### config.mk
export PLATFORM = sky130hd
export DESIGN_NAME = vco_cal_seq
export DESIGN_NICKNAME = d
export VERILOG_FILES = /design/src/rtl/vco_cal_pkg.sv /design/src/rtl/vco_cal_divsel.sv /design/src/rtl/vco_cal_window.sv /design/src/rtl/vco_cal_fsm.sv /design/src/rtl/vco_cal_seq.sv
export SDC_FILE = /design/constraint.sdc
export NUM_CORES = 1
export LEC_CHECK = 0
export ABC_AREA = 1
export BUFFER_PORTS_ARGS = -buffer_cell sky130_fd_sc_hd__buf_4
export CAP_MARGIN = 20
export CELL_PAD_IN_SITES_DETAIL_PLACEMENT = 1
export CELL_PAD_IN_SITES_GLOBAL_PLACEMENT = 1
export CORE_ASPECT_RATIO = 1.2
export CORE_MARGIN = 5
export CORE_UTILIZATION = 25
export CTS_CLUSTER_SIZE = 12
export DETAILED_ROUTE_END_ITERATION = 10
export PLACE_DENSITY = 0.59
export SYNTH_ARGS = -nofsm -noshare
export SYNTH_HDL_FRONTEND = slang
export SYNTH_SLANG_ARGS = --single-unit
### constraint.sdc
create_clock -name clk -period 8.4 [get_ports clk]
set_input_delay 1.68 -clock clk [delete_from_list [all_inputs] [get_ports clk]]
set_output_delay 1.68 -clock clk [all_outputs]
set_load 0.005 [all_outputs]
### src/rtl/vco_cal_pkg.sv
package vco_cal_pkg;

  typedef enum logic [2:0] {
    ST_IDLE   = 3'd0,
    ST_DIVSEL = 3'd1,
    ST_BAND   = 3'd2,
    ST_AMP    = 3'd3,
    ST_DONE   = 3'd4
  } cal_state_e;

  // Number of half-rate divider codes: ratios 2.0 .. 8.0 in 0.5 steps.
  localparam int unsigned DIV_CODES = 13;

endpackage

### src/rtl/vco_cal_divsel.sv
// Divider-code lookup: largest code k with tgt*(4+k) <= LIMIT_X2.
module vco_cal_divsel #(
  parameter int unsigned FREQ_W   = 8,
  parameter int unsigned DIV_W    = 4,
  parameter int unsigned LIMIT_X2 = 560
) (
  input  logic [FREQ_W-1:0] tgt,
  output logic [DIV_W-1:0]  code
);
  import vco_cal_pkg::*;

  localparam int unsigned PROD_W = FREQ_W + DIV_W + 2;

  logic [DIV_CODES-1:0] fits;

  // One comparator per candidate code.
  for (genvar k = 0; k < DIV_CODES; k++) begin : g_fit
    logic [PROD_W-1:0] prod;
    assign prod    = PROD_W'(tgt) * PROD_W'(4 + k);
    assign fits[k] = (prod <= PROD_W'(LIMIT_X2));
  end

  // The fit vector is monotone, so the highest set index is the answer.
  always_comb begin
    code = '0;
    for (int k = 1; k < DIV_CODES; k++) begin
      if (fits[k]) code = DIV_W'(k);
    end
  end

endmodule

### src/rtl/vco_cal_window.sv
// Counts feedback events across a window of WIN_CYC reference events.
module vco_cal_window #(
  parameter int unsigned WIN_CYC = 5,
  parameter int unsigned REF_W   = 3,
  parameter int unsigned FB_W    = 4
) (
  input  logic            clk,
  input  logic            rst_n,
  input  logic            en,
  input  logic            ref_tick,
  input  logic            fb_tick,
  output logic            win_done,
  output logic            too_fast
);
  logic [REF_W-1:0] ref_cnt_q, ref_cnt_d;
  logic [FB_W-1:0]  fb_cnt_q,  fb_cnt_d;
  logic [FB_W:0]    fb_total;
  logic             cnt_en;

  assign fb_total = {1'b0, fb_cnt_q} + (FB_W+1)'(fb_tick);
  assign win_done = en && ref_tick && (ref_cnt_q == REF_W'(WIN_CYC - 1));
  assign too_fast = (fb_total > (FB_W+1)'(WIN_CYC));
  assign cnt_en   = en || (ref_cnt_q != '0) || (fb_cnt_q != '0);

  always_comb begin
    ref_cnt_d = ref_cnt_q;
    fb_cnt_d  = fb_cnt_q;
    if (!en || win_done) begin
      ref_cnt_d = '0;
      fb_cnt_d  = '0;
    end else begin
      if (ref_tick) ref_cnt_d = ref_cnt_q + 1'b1;
      if (fb_tick && (fb_cnt_q != '1)) fb_cnt_d = fb_cnt_q + 1'b1;
    end
  end

  always_ff @(posedge clk or negedge rst_n) begin
    if (!rst_n) begin
      ref_cnt_q <= '0;
      fb_cnt_q  <= '0;
    end else if (cnt_en) begin
      ref_cnt_q <= ref_cnt_d;
      fb_cnt_q  <= fb_cnt_d;
    end
  end

endmodule

### src/rtl/vco_cal_fsm.sv
// Sequencer: divider select, SAR band search, amplitude ramp.
module vco_cal_fsm #(
  parameter int unsigned FREQ_W = 8,
  parameter int unsigned BAND_W = 4,
  parameter int unsigned AMP_W  = 3,
  parameter int unsigned DIV_W  = 4,
  parameter int unsigned BIDX_W = 2
) (
  input  logic              clk,
  input  logic              rst_n,
  input  logic              start,
  input  logic [FREQ_W-1:0] tgt_freq,
  input  logic [DIV_W-1:0]  div_lookup,
  input  logic              win_done,
  input  logic              too_fast,
  input  logic              ref_tick,
  input  logic              amp_ok,
  output logic [FREQ_W-1:0] tgt_q,
  output logic              in_band,
  output logic              busy,
  output logic              done,
  output logic [BAND_W-1:0] band_q,
  output logic [AMP_W-1:0]  amp_q,
  output logic [DIV_W-1:0]  div_q
);
  import vco_cal_pkg::*;

  cal_state_e        state_q, state_d;
  logic [BIDX_W-1:0] bit_q, bit_d;
  logic [BAND_W-1:0] band_d;
  logic [AMP_W-1:0]  amp_d;
  logic [DIV_W-1:0]  div_d;
  logic [FREQ_W-1:0] tgt_d;
  logic              reg_en;

  always_comb begin
    state_d = state_q;
    bit_d   = bit_q;
    band_d  = band_q;
    amp_d   = amp_q;
    div_d   = div_q;
    tgt_d   = tgt_q;
    if (start) begin
      state_d = ST_DIVSEL;
      band_d  = '0;
      amp_d   = '0;
      tgt_d   = tgt_freq;
    end else begin
      unique case (state_q)
        ST_IDLE: ;
        ST_DIVSEL: begin
          div_d             = div_lookup;
          bit_d             = BIDX_W'(BAND_W - 1);
          band_d            = '0;
          band_d[BAND_W-1]  = 1'b1;
          state_d           = ST_BAND;
        end
        ST_BAND: begin
          if (win_done) begin
            if (too_fast) band_d[bit_q] = 1'b0;
            if (bit_q == '0) begin
              state_d = ST_AMP;
            end else begin
              bit_d                 = bit_q - 1'b1;
              band_d[bit_q - 1'b1]  = 1'b1;
            end
          end
        end
        ST_AMP: begin
          if (ref_tick) begin
            if (amp_ok || (amp_q == '1)) state_d = ST_DONE;
            else                         amp_d   = amp_q + 1'b1;
          end
        end
        ST_DONE: state_d = ST_IDLE;
        default: state_d = ST_IDLE;
      endcase
    end
  end

  assign reg_en = start || (state_q != ST_IDLE);

  always_ff @(posedge clk or negedge rst_n) begin
    if (!rst_n) begin
      state_q <= ST_IDLE;
      bit_q   <= '0;
      band_q  <= '0;
      amp_q   <= '0;
      div_q   <= '0;
      tgt_q   <= '0;
    end else if (reg_en) begin
      state_q <= state_d;
      bit_q   <= bit_d;
      band_q  <= band_d;
      amp_q   <= amp_d;
      div_q   <= div_d;
      tgt_q   <= tgt_d;
    end
  end

  assign in_band = (state_q == ST_BAND);
  assign busy    = (state_q == ST_DIVSEL) || (state_q == ST_BAND) || (state_q == ST_AMP);
  assign done    = (state_q == ST_DONE);

endmodule

### src/rtl/vco_cal_seq.sv
module vco_cal_seq #(
  parameter int unsigned ADDR_W   = 3,
  parameter int unsigned CAL_ADDR = 3,
  parameter int unsigned FREQ_W   = 8,
  parameter int unsigned BAND_W   = 4,
  parameter int unsigned AMP_W    = 3,
  parameter int unsigned DIV_W    = 4,
  parameter int unsigned WIN_CYC  = 5,
  parameter int unsigned LIMIT_X2 = 560
) (
  input  logic              clk,
  input  logic              rst_n,
  input  logic              reg_wr,
  input  logic [ADDR_W-1:0] reg_addr,
  input  logic [FREQ_W-1:0] tgt_freq,
  input  logic              ref_tick,
  input  logic              fb_tick,
  input  logic              amp_ok,
  output logic              busy,
  output logic              done,
  output logic              tune_ref,
  output logic [BAND_W-1:0] band_code,
  output logic [AMP_W-1:0]  amp_code,
  output logic [DIV_W-1:0]  div_code
);
  localparam int unsigned BIDX_W = (BAND_W > 1) ? $clog2(BAND_W) : 1;
  localparam int unsigned REF_W  = $clog2(WIN_CYC + 1);
  localparam int unsigned FB_W   = $clog2(2 * WIN_CYC + 2);

  logic              start;
  logic              in_band;
  logic              win_done;
  logic              too_fast;
  logic [FREQ_W-1:0] tgt_q;
  logic [DIV_W-1:0]  div_lookup;

  assign start = reg_wr && (reg_addr == ADDR_W'(CAL_ADDR));

  vco_cal_divsel #(
    .FREQ_W(FREQ_W), .DIV_W(DIV_W), .LIMIT_X2(LIMIT_X2)
  ) u_divsel (
    .tgt  (tgt_q),
    .code (div_lookup)
  );

  vco_cal_window #(
    .WIN_CYC(WIN_CYC), .REF_W(REF_W), .FB_W(FB_W)
  ) u_window (
    .clk      (clk),
    .rst_n    (rst_n),
    .en       (in_band),
    .ref_tick (ref_tick),
    .fb_tick  (fb_tick),
    .win_done (win_done),
    .too_fast (too_fast)
  );

  vco_cal_fsm #(
    .FREQ_W(FREQ_W), .BAND_W(BAND_W), .AMP_W(AMP_W),
    .DIV_W(DIV_W), .BIDX_W(BIDX_W)
  ) u_fsm (
    .clk        (clk),
    .rst_n      (rst_n),
    .start      (start),
    .tgt_freq   (tgt_freq),
    .div_lookup (div_lookup),
    .win_done   (win_done),
    .too_fast   (too_fast),
    .ref_tick   (ref_tick),
    .amp_ok     (amp_ok),
    .tgt_q      (tgt_q),
    .in_band    (in_band),
    .busy       (busy),
    .done       (done),
    .band_q     (band_code),
    .amp_q      (amp_code),
    .div_q      (div_code)
  );

  assign tune_ref = in_band;

endmodule

==> results.md, run 1 <==
- The synthesized netlist devotes 34.10% of its cell area to adder and majority cells.
- The count of non-filler cells in the finished layout is 1033.
- The type of element capturing the critical path is a flop.
- The most common flop cell mapped by yosys is dfrtp_1.
- In this run, post-CTS hold repair placed 0 buffers.
- Counting every sink on the clock net gives 31.
- The commonest cells after synthesis are nand2_1 (171), inv_1 (115), ha_1 (90), nor2_1 (55), nand3_1 (48).
- The CTS clock-pin slew for the worst setup and hold paths is 0.05 ns.
- In this run, the number of DRC markers left after iteration 0 of detailed routing was 165.
- The synthesized instance count is 727.
- The number of diodes added for antenna fixing is 0.
- At the pin with the least slew margin, the transition time is 0.9350 ns.
- The max capacitance violation total is 0.
- The full die area is 0.02421 mm2.
- The largest total area in the synthesized netlist belongs to ha_1.
- The initial antenna violation count was 0.
- The first global-routing pass estimated 25790 um of wire.
- The total power consumption of the routed design is 2.510 mW.
- The number of antenna-violating nets in the routed design is 0.
- Headroom to the max-slew limit came out at 37.66%.
- The pin count of the biggest net entering global routing is 32.
- The congestion estimate from routability-driven global placement came to 0.8239.
- The async set-or-reset flop fraction in the synthesized netlist is 100.0%.
- The leakage power of the design is 3.099 nW.
- The synthesized-area fraction occupied by xor and xnor cells is 4.299%.
- The total power density per cell area is 418.1 mW/mm2.
- Final hold analysis gives a worst-case slack of 0.4827 ns.
- In the routed design, unresolved DRC markers number 0.
- The synthesized netlist devotes 12.45% of its cell area to compound gates.
- The final-stage net count is 904.
- The clock tree from TritonCTS is built.
- At the worst endpoint, the required time is 8.56 ns.
- Setup violations remaining at the end of the flow were counted as 0.
- Yosys instantiated no cell more often than nand2_1.
- Based on the critical path, the design can be clocked at up to 242.0 MHz.
- The synthesized net count is 868.
- Including well taps, the total number of placed cells is 1026.
- By area, the combinational part of the netlist is dominated by adder cells.
- Summed over all failing endpoints, the final setup total negative slack is 0 ns.
- The first TritonRoute pass finished after 4 iterations.
- The total via count after detailed routing is 4802.
- The maximum level of the CTS H-tree is 2.
- Ranked by total cell area, the synthesized netlist is headed by ha_1 (21%), dfrtp_1 (15%), fa_1 (13%), nand2_1 (12%), inv_1 (8.1%).
- Subtracting the final worst setup slack from the clock period gives 4.132 ns.
- The period utilization is 49.19%.
- Dividing the detail-routed wire length by the instance count gives 14.82 um.
- The tightest min-delay check is of the reg -> reg type.
- The count of buffers added on input and output ports is 30.
- The later pin in the worst-skew pair is clocked with a latency of 0.28 ns.
- The synthesized cell area is 0.005298 mm2.
- The type of the worst setup path is reg -> reg.
- Cells fill 28.73% of the core in the end.
- The synthesized-area fraction occupied by and/or/nand/nor cells is 26.07%.
- The number of top-level pins is 31.
- The endpoint arrival time on the critical path is 4.30 ns.
- The number of enable-type register cells in the synthesized netlist is 0.
- The initial utilization of the core area, before any placement, comes to 25.35%.
- The final count of pins violating max slew was 0.
- The quantity of gates resized following cts is 0.
- In the final layout, the share of cells above drive strength 1 is 7.339%.
- The flow ran to the end, and the final reports show no timing, DRC or antenna violations.
- The die outline width is 142.9 um.
- Averaged over all synthesized cells, the footprint is 7.287 um2.
- STA classifies the critical path startpoint as a flop.
- The half-perimeter wire length of the detailed placement result is 13270 um.
- The total congestion overflow is 0.
- The CTS buffer count is 5.
- After synthesis, the share of cell area in mux cells is 0%.
- After floorplanning, the core was divided into 58 placement rows.
- Sequential elements use 14.64% of the synthesized area.
- The layout-stage area growth over the synthesis result is 13.34%.
- For flop-to-flop paths, the worst setup slack is 4.27 ns.
- Global routing used 13.01% of the available tracks across all layers.
- The number of distinct standard cells referenced by the synthesized netlist is 41.
- Clock tree synthesis selected as its root buffer the cell clkbuf_16.
- The Yosys warning count is 0.
- Setup repair after global routing left no endpoint under its margin.
- The worst-case vdd ir drop is 0.0001104 V.
- The core region is 0.02090 mm2.
- Of all nets on the critical path, the largest fanout is 12.
- The die extent in y is 169.5 um.
- The top cell type by area accounts for 21.26% of the synthesized area.
- The number of global-route vias before repair is 5168.
- After detailed routing, the number of vias per cell comes to 4.649.
- The total wire length is 15310 um.
- In this run, synthesis produced a sequential element count of 31.
- The number of buffers on the longest clock path is 2.
- Post-CTS timing repair inserted 0 buffers for setup.
- Clock skew on the completed layout was measured at 0.005599 ns.
- The number of hold violations in the final report is 0.
worst paths after layout:
path	startpoint	endpoint	depth (start not counted)
worst max-delay path	u_fsm.tgt_q[3]	u_fsm.div_q[1]	18
worst min-delay path	u_fsm.div_q[1]	u_fsm.div_q[1]	2
worst max register to register	u_fsm.tgt_q[3]	u_fsm.div_q[1]	18
worst min register to register	u_fsm.div_q[1]	u_fsm.div_q[1]	2
max in group asynchronous	rst_n	u_fsm.div_q[0]	1
min in group asynchronous	rst_n	u_fsm.amp_q[0]	1
critical path, stage by stage, from the launching register on:
cell and delay [ns]:
dfrtp_1 0.72, inv_1 0.34, ha_1 0.52, fa_1 0.47
ha_1 0.37, a21oi_1 0.15, nand2_1 0.11, xnor2_1 0.15
nand2_1 0.11, nor4_1 0.39, nand3_1 0.13, nand2_1 0.10
nand3_1 0.10, nand2_1 0.08, inv_1 0.04, nand2_1 0.05
nand3_1 0.06, nand2_1 0.07, nand2_1 0.04
cell families (layout without fill, tap and decap cells):
| group | after synthesis | count (layout) |
|---|---|---|
| adders and majority gates | 124 | 124 |
| AOI/OAI and AO/OA | 107 | 107 |
| buffers and inverters | 119 | 155 |
| DFF | 31 | 31 |
| xor gates and xnor gates | 26 | 26 |
| and+or+nand+nor | 320 | 320 |
layout make-up:
type	count	area (um2)
clock buffer	6	138.9
inverter	117	439.2
sequential	31	775.7
fill	2606	14900
timing repair buffer	31	232.7
multi-input combinational	577	4075
tap	270	337.8
clock inverter	1	5.005
stage by stage:
step           setup slack (ns)  area (um2)
2_1_floorplan             5.003        5298
3_3_place_gp              4.213        5861
3_5_place_dp              4.212        5861
4_1_cts                   4.174        6005
5_1_grt                   3.821        6005
6_report                  4.268        6005
routing by layer:
metal / vias to the layer above / wire (um) / track usage (%)
met2: 37 / 7667 / 23.83
li1: 2446 / - / -
met1: 2313 / 7348 / 17.28
met3: 6 / 225 / 0.7892
met4: 0 / 68 / 1.488
met5: - / 0 / 0
layout by cell type (no fill, tap or decap), types with 2 or more instances in the layout:
cell type  synthesis  routed
buf_4              0      31
o21a_1             4       4
dfrtp_1           31      31
a21oi_1           42      42
nor3_1            11      11
nor2_1            55      55
a221oi_1           2       2
fa_1              34      34
ha_1              90      90
nand2_2            3       3
nand3_1           48      48
nor4_1             3       3
o21ai_1            4       4
nand2_1          171     171
a31o_2             2       2
nand3b_1           3       3
xor2_1            15      15
nand4_1           18      18
o211ai_1           4       4
a21oi_2            5       5
nor2_2             2       2
o21ai_0           26      26
a21boi_1           2       2
inv_1            115     115
o21bai_1           3       3
o2111ai_1          2       2
inv_2              2       2
clkbuf_16          0       5
o31ai_1            3       3
xnor2_1           11      11
or2_1              3       3
flip-flops by register name, indices dropped and copies added, names as in the netlist:
register	count
u_fsm.tgt_q	8
u_fsm.bit_q	2
u_window.fb_cnt_q	4
u_fsm.state_q	3
u_window.ref_cnt_q	3
u_fsm.band_q	4
u_fsm.amp_q	3
u_fsm.div_q	4
where the power goes:
part           internal, mW  switching, mW
Sequential            0.202         0.0837
Combinational         0.784           1.26
Clock                 0.116         0.0672
Total                  1.10           1.41
No activity file was read; power rests on OpenSTA's default activity.
==> run 2: changes to the inputs <==
PLACE_DENSITY = 0.6   (was 0.59)
clock period = 3.3 ns   (was 8.4 ns; I/O delays follow)
==> run 2 against run 1 <==
Net effect:
- the flow now finishes with violations (setup timing)
- sequential power increased by 140%
- critical path depth increased by 2
- first-iteration DRC count decreased by 12%
- clock-buffer cell count unchanged
- via count increased by 8.4%
- clock power increased to 3.0 times the previous value
- worst setup slack got worse by 4.4 ns
- wire length increased by 10%
- critical endpoint unchanged
- sequential share of layout area decreased by 1.7 points
==> results.md, run 2 (synthesis gave the netlist of run 1 again) <==
- The net load switching power is 4.068 mW (+190%).
- The global-route wire length before repair is 27740 um (+7.6%).
- The floorplan core area is 0.02090 mm2 (unchanged).
- The relative slew slack came to 68.93% (+31 points).
- The maximum clock frequency is 293.0 MHz (+21%).
- The initial antenna violation count was 0 (unchanged).
- The die extent in y was 169.5 um (unchanged).
- The total power density per cell area is 1144 mW/mm2 (+170%).
- The total power consumption of the routed design is 7.985 mW (+220%).
- The first-pass detailed-route iteration total came to 4 (unchanged).
- The period utilization is 103.4% (+54 points).
- The number of global-route vias before repair was 5662 (+9.6%).
- The critical path's most frequent cell is nand2_1.
- The cell-internal power is 3.917 mW (+260%).
- The library cell used as clock root buffer is clkbuf_16.
- The total via count after detailed routing is 5204 (+8.4%).
- The final-stage net count came to 996 (+10%).
- The layout-stage area growth over the synthesis result is 31.77%.
- The total congestion overflow is 0 (unchanged).
- The maximum clock skew at final layout is 0.003167 ns (-0.002431 ns).
- The transition time at the pin with the least slew margin came to 0.4660 ns (-0.4690 ns).
- The count of non-filler cells in the finished layout came to 1126 (+9.0%).
- STA classifies the critical path endpoint as a flop.
- The launch point of the critical path is u_fsm.tgt_q[2].
- The worst-case vdd ir drop is 0.0003603 V (+230%).
- The final setup violation count is 4 (+4).
- The CTS sink count is 31 (unchanged).
- The slack of the critical path is -0.1129 ns (-4.381 ns).
- The total number of placement rows was 58 (unchanged).
- The routability-driven placement congestion ratio is 0.8170 (-0.84%).
- The CTS clock-pin slew for the worst setup and hold paths was 0.05 ns (about the same).
- The clock share of power is 6.9% (-0.4 points).
- u_fsm.tgt_q holds more flip-flops than any other register.
- The worst endpoint required time is 3.47 ns (-5.09 ns).
- The hold buffer count at cts is 0 (unchanged).
- The startpoint identified for the worst register-to-register timing path is u_fsm.tgt_q[2].
- The switching power share of the total is 50.94% (-5.2 points).
- The number of hold violations in the final report is 0 (unchanged).
- The maximum level of the CTS H-tree is 2 (unchanged).
- The number of vias per cell after detailed routing is 4.622 (-0.58%).
- The endpoint arrival time on the critical path is 3.58 ns (-0.72 ns).
- Setup repair after global routing could not meet its margin everywhere.
- The logic gate share of total power is 84.6% (+3.3 points).
- The max capacitance violation total came to 0 (unchanged).
- The number of DRC violations after detailed routing is 0 (unchanged).
- The final routed wire length divided by cell count is 14.95 um (+0.87%).
- The half-perimeter wire length of the detailed placement result is 14260 um (+7.4%).
- The starting density of the core is 25.35% (unchanged).
- The violation count after the first detailed-routing iteration is 145 (-12%).
- The number of antenna-violating nets in the routed design came to 0 (unchanged).
- The number of buffers added on ports is 30 (unchanged).
- The area used by sequential logic in the layout is 783.3 um2 (+0.97%).
- The delay of the slowest cell on the worst path came to 0.58 ns (-0.14 ns).
- The signal on the critical path passes through buf_4, buf_4, inv_1, ha_1, fa_1, ha_4, a21oi_2, nand2_2, xnor2_1, nand2_2, nor4_4, nand3_1, nand2_1, nand3_1, nand2_1, inv_1, nand2_1, nand3_2, nand2_1, nand2_1.
- The number of top-level pins is 31 (unchanged).
- The later-pin clock latency in the skew report was 0.28 ns (about the same).
- The number of diodes added for antenna fixing is 0 (unchanged).
- The leakage power of the design was 3.569 nW (+15%).
- The min-delay analysis places its worst path in the category in -> async.
- The library cell used most frequently in the layout, excluding fill and tap cells, is nand2_1.
- TritonCTS built the clock tree.
- The full die area is 0.02421 mm2 (unchanged).
- The count of filler cells inserted in the layout is 2590 (-0.61%).
- The slowest stage of the critical path is the fa_1 cell.
- The die outline width was 142.9 um (unchanged).
- The maximum fanout along the worst path is 4 (-8).
- The part of the power in registers is 8.5% (-2.9 points).
- The flip-flop count of the largest register, all copies and words added came to 8 (unchanged).
- The top cell types in the final layout, fill and taps aside, are nand2_1 (161), buf_4 (121), inv_1 (113).
- The final count of pins violating max slew was 0 (unchanged).
- The number of placed cells counting well taps is 1108 (+8.0%).
- The final reports fail on setup timing.
- The total wire length was 16830 um (+10%).
- The CTS buffer count is 5 (unchanged).
- The placed cell area is 0.006486 mm2 (+11%).
- The post-route minimum period is 3.413 ns (-0.7187 ns).
- The fraction of layout cells with a size suffix above 1 is 22.78% (+15 points).
- The total global-route track usage came to 14.16% (+1.2 points).
- The number of buffers on the longest clock path was 2 (unchanged).
- The final instance area came to 0.006980 mm2 (+16%).
- The multi-input logic area was 0.004315 mm2 (+5.9%).
- The critical path is of the reg -> reg type.
- The flow ran to the end, but the final reports show violations.
- The pin count of the biggest net entering global routing is 32 (unchanged).
- The worst setup path is launched from a flop.
## run 2: worst max-delay path, delay by kind of cell (launching register included)
family,cells,cell delay [ns]
AOI/OAI and AO/OA,1,0.13
DFF,1,0.42
buffers and inverters,4,0.41
xor gates and xnor gates,1,0.24
and+or+nand+nor,11,0.99
adders and majority gates,3,1.09
## run 2: area by class of cell
type	count	share of cell area, %
multi-input cells	577	61.82
repair buffers	123	13.34
flip-flops and latches	31	11.22
inverters	117	6.291
well taps	270	4.840
clock buffers	6	1.990
clock inverters	2	0.5019
## run 2: final timing paths
path | slack [ns] | endpoint | cells past startpoint
max | -0.11 | u_fsm.div_q[1] | 20
min | 0.32 | u_fsm.state_q[2] | 1
max reg2reg | -0.11 | u_fsm.div_q[1] | 20
min reg2reg | 0.48 | u_fsm.div_q[0] | 2
max in group asynchronous | 2.64 | u_fsm.tgt_q[6] | 1
min in group clk | 0.48 | u_fsm.div_q[0] | 2
## run 2: stage by stage
step           TNS, ns  utilization [%]  hold WS (ns)  setup slack, ns
2_1_floorplan        0                -        0.3644          0.02558
3_3_place_gp   -0.3390            31.03        0.4738          -0.1183
3_5_place_dp   -0.6394            31.03        0.4814          -0.1928
4_1_cts        -0.6768            32.34        0.3350          -0.1947
5_1_grt         -1.182            33.40        0.3600          -0.3425
6_report       -0.2985            33.40        0.3244          -0.1129
## run 2: routing by layer
metal / GRT usage (%) / part of all wire [%] / wire, um
met1: 17.28 / 44 / 7467
met2: 26.76 / 52 / 8813
met3: 1.240 / 1.9 / 325
met4: 3.059 / 1.3 / 227
met5: 0 / 0 / 0
## run 2: what timing repair did
item,in CTS,in global routing
gates resized for setup,12,37
pin swaps,12,20
buffers inserted,6,4
cloned,0,0
endpoints found under the setup margin,4,4
## run 2: power by group through the flow
| stage | sequential (mW) | combinational [mW] | clock [mW] |
|---|---|---|---|
| global route | 0.703 | 7.68 | 0.583 |
| CTS | 0.683 | 6.36 | 0.567 |
| finish | 0.677 | 6.76 | 0.552 |
| detailed placement | 0.697 | 6.05 | 0 |
| floorplan | 0.689 | 3.92 | 0 |
| global placement | 0.690 | 5.96 | 0 |
==> run 3: changes to the inputs <==
GPL_TIMING_DRIVEN = 0   (was default)
==> run 3 against run 2 <==
Net effect:
- the flow still finishes with violations (setup timing)
- clock-buffer cell count increased by 1
- via count fell by 4.5%
- combinational power fell by 15%
- worst setup slack worse by 0.18 ns
- sequential power is 6.6% higher
- largest power group unchanged
- flip-flop and latch count stayed put
- highest routed layer unchanged
- die area did not move
- critical path type unchanged
- clock skew is 0.0022 ns higher
- fmax fell by 4.9%
- sequential share of layout area up 1.3 points
- core utilization shrank 2.9 points
- worst hold slack hardly changed
==> results.md, run 3 (synthesis gave the netlist of run 1 again) <==
- The flip-flop count of the largest register, all copies and words added was 8 (unchanged).
- The busiest layer in global routing is met2.
- The maximum clock frequency came to 278.7 MHz (-4.9%).
- The slack of the critical path is -0.2883 ns (-0.1754 ns).
- The register with the highest flop count is u_fsm.tgt_q.
- The die extent in y came to 169.5 um (unchanged).
- The setup slack of the worst register-to-register path is -0.29 ns (-0.18 ns).
- The total global-route track usage is 13.75% (-0.40 points).
- The number of antenna-violating nets in the routed design is 0 (unchanged).
- The type of element capturing the critical path is a flop.
- The fraction of layout cells with a size suffix above 1 is 14.54% (-8.2 points).
- The number of buffers on the longest clock path was 2 (unchanged).
- In the layout the commonest cells are nand2_1 (167), inv_1 (108), ha_1 (84).
- The number of top-level pins is 31 (unchanged).
- The violation count after the first detailed-routing iteration came to 136 (-6.2%).
- The max capacitance violation total was 0 (unchanged).
- The total via count after detailed routing came to 4970 (-4.5%).
- The delay of the slowest cell on the worst path came to 0.57 ns (about the same).
- The maximum fanout along the worst path was 7 (+3).
- The class of the tightest hold or removal check is in -> async.
- The global-route wire length before repair came to 26910 um (-3.0%).
- The transition time at the pin with the least slew margin is 0.5280 ns (+0.06200 ns).
- The commonest non-fill, non-tap cell in the layout is nand2_1.
- The number of buffers added on ports came to 30 (unchanged).
- The met3 track utilization from global routing is 1.156% (-0.085 points).
- The final setup violation count is 4 (unchanged).
- The later-pin clock latency in the skew report is 0.28 ns (about the same).
- The count of filler cells inserted in the layout is 2579 (-0.42%).
- The final-stage net count was 931 (-6.5%).
- The slowest library cell on the worst path is dfrtp_4.
- The critical path goes through fa_1, inv_2, fa_1, inv_2, fa_2, nand3_2, nand2_2, a21o_1, a21oi_2, xor2_1, nand3_1, nor2_2, nand2_1, nand2_2, nand2_4, inv_2, nand3_2, nand2_1, nand2_1.
- The maximum clock skew at final layout is 0.005366 ns (+0.002199 ns).
- The total congestion overflow is 0 (unchanged).
- On the critical path the largest part of the delay comes from adder cells.
- The library cell used as clock root buffer is clkbuf_16.
- The period utilization came to 108.7% (+5.3 points).
- The pin count of the biggest net entering global routing came to 32 (unchanged).
- The endpoint arrival time on the critical path is 3.76 ns (+0.18 ns).
- STA classifies the critical path startpoint as a flop.
- The met1 routing resource usage after global routing was 16.56% (-0.72 points).
- The CTS clock-pin slew for the worst setup and hold paths is 0.05 ns (about the same).
- The final count of pins violating max slew is 0 (unchanged).
- The starting density of the core was 25.35% (unchanged).
- The maximum level of the CTS H-tree came to 2 (unchanged).
- The CTS buffer count is 5 (unchanged).
- The buffers plus inverters on the worst setup path is 3 (-1).
- The number of diodes added for antenna fixing is 0 (unchanged).
- The first-pass detailed-route iteration total was 4 (unchanged).
- The global routing met2 resource utilization is 26.66% (-0.10 points).
- The total wire length came to 16110 um (-4.3%).
- The number of global-route vias before repair is 5328 (-5.9%).
- The setup TNS was -1.053 ns (-0.7542 ns).
- The layout-stage area growth over the synthesis result is 20.41%.
- The number of vias per cell after detailed routing is 4.684 (+1.4%).
- The checks that failed: setup timing.
- The leakage power of the design is 3.207 nW (-10%).
- The total power density per cell area was 1082 mW/mm2 (-5.4%).
- The worst endpoint required time was 3.47 ns (about the same).
- The full die area is 0.02421 mm2 (unchanged).
- The floorplan core area came to 0.02090 mm2 (unchanged).
- The number of DRC violations after detailed routing is 0 (unchanged).
- The post-route minimum period is 3.588 ns (+0.1754 ns).
- The final routed wire length divided by cell count was 15.18 um (+1.5%).
- Setup repair after global routing could not meet its margin everywhere.
- TritonCTS built the clock tree.
- The CTS sink count is 31 (unchanged).
- The worst-case vdd ir drop is 0.0003117 V (-13%).
- The routability-driven placement congestion ratio was 0.7821 (-4.3%).
- The initial antenna violation count is 0 (unchanged).
- The flow ran to the end, but the final reports show violations.
- The die outline width is 142.9 um (unchanged).
- The setup path with the least slack is of type reg -> reg.
- The relative slew slack is 64.80% (-4.1 points).
- The total number of placement rows is 58 (unchanged).
- The half-perimeter wire length of the detailed placement result is 12810 um (-10%).
- The total power consumption of the routed design is 6.902 mW (-14%).
- The number of hold violations in the final report was 0 (unchanged).
-- run 3: cell count changes in the layout (fill, tap and decap cells not counted), moves of 3 or more --
cell | before | now
buf_4 | 121 | 55
nand2_2 | 13 | 6
dfrtp_4 | 0 | 6
nand2_1 | 161 | 167
ha_1 | 79 | 84
ha_4 | 10 | 5
inv_1 | 113 | 108
clkbuf_1 | 0 | 4
dfrtp_2 | 6 | 2
clkinvlp_4 | 0 | 3
fa_1 | 29 | 32
fa_2 | 5 | 2
-- run 3: power by group --
group	leakage (nW)	total [mW]	internal, mW	switching, mW
registers	0.376	0.722	0.528	0.195
clock network	0.0679	0.442	0.278	0.163
logic	2.76	5.74	2.27	3.46
-- run 3: cell type report --
| class | instances | area (um2) | area share, % |
|---|---|---|---|
| Timing Repair Buffer | 56 | 432.9 | 6.787 |
| Inverter | 117 | 450.4 | 7.062 |
| Multi-Input combinational cell | 577 | 4212 | 66.03 |
| Clock buffer | 7 | 132.6 | 2.079 |
| Clock inverter | 1 | 5.005 | 0.07846 |
| Buffer | 2 | 7.507 | 0.1177 |
| Sequential cell | 31 | 800.8 | 12.55 |
| Tap cell | 270 | 337.8 | 5.296 |
-- run 3: what timing repair did --
item,in CTS,in global routing
setup endpoints to repair,4,4
resized for setup,25,15
pin swaps,3,3
endpoints found under the hold margin,0,0
setup buffers,24,2
hold buffers,0,0
-- run 3: path summary, 6_finish.rpt --
check / startpoint / to / cells past startpoint
hold reg to reg: u_fsm.div_q[0] / u_fsm.div_q[0] / 2
setup / recovery: u_fsm.tgt_q[2] / u_fsm.div_q[1] / 19
setup reg to reg: u_fsm.tgt_q[2] / u_fsm.div_q[1] / 19
hold / removal: rst_n / u_fsm.amp_q[2] / 1
max in group asynchronous: rst_n / u_fsm.tgt_q[5] / 1
min in group clk: u_fsm.div_q[0] / u_fsm.div_q[0] / 2
-- run 3: layer usage --
layer | share of wire (%) | vias up
met2 | 53 | 39
met1 | 44 | 2410
met5 | 0 | -
met4 | 1.1 | 0
li1 | - | 2509
met3 | 1.6 | 12
-- run 3: stage by stage --
stage	setup WS (ns)	instances	instance area [um2]	hold slack, ns	utilization, %
2_1_floorplan	0.02558	727	5308	0.3644	-
3_3_place_gp	-0.9679	1027	5871	0.4811	28.09
3_5_place_dp	-0.9551	1027	5871	0.4780	28.09
4_1_cts	-0.3411	1059	6290	0.3348	30.09
5_1_grt	-0.5467	1061	6379	0.3599	30.52
6_report	-0.2883	1061	6379	0.3240	30.52
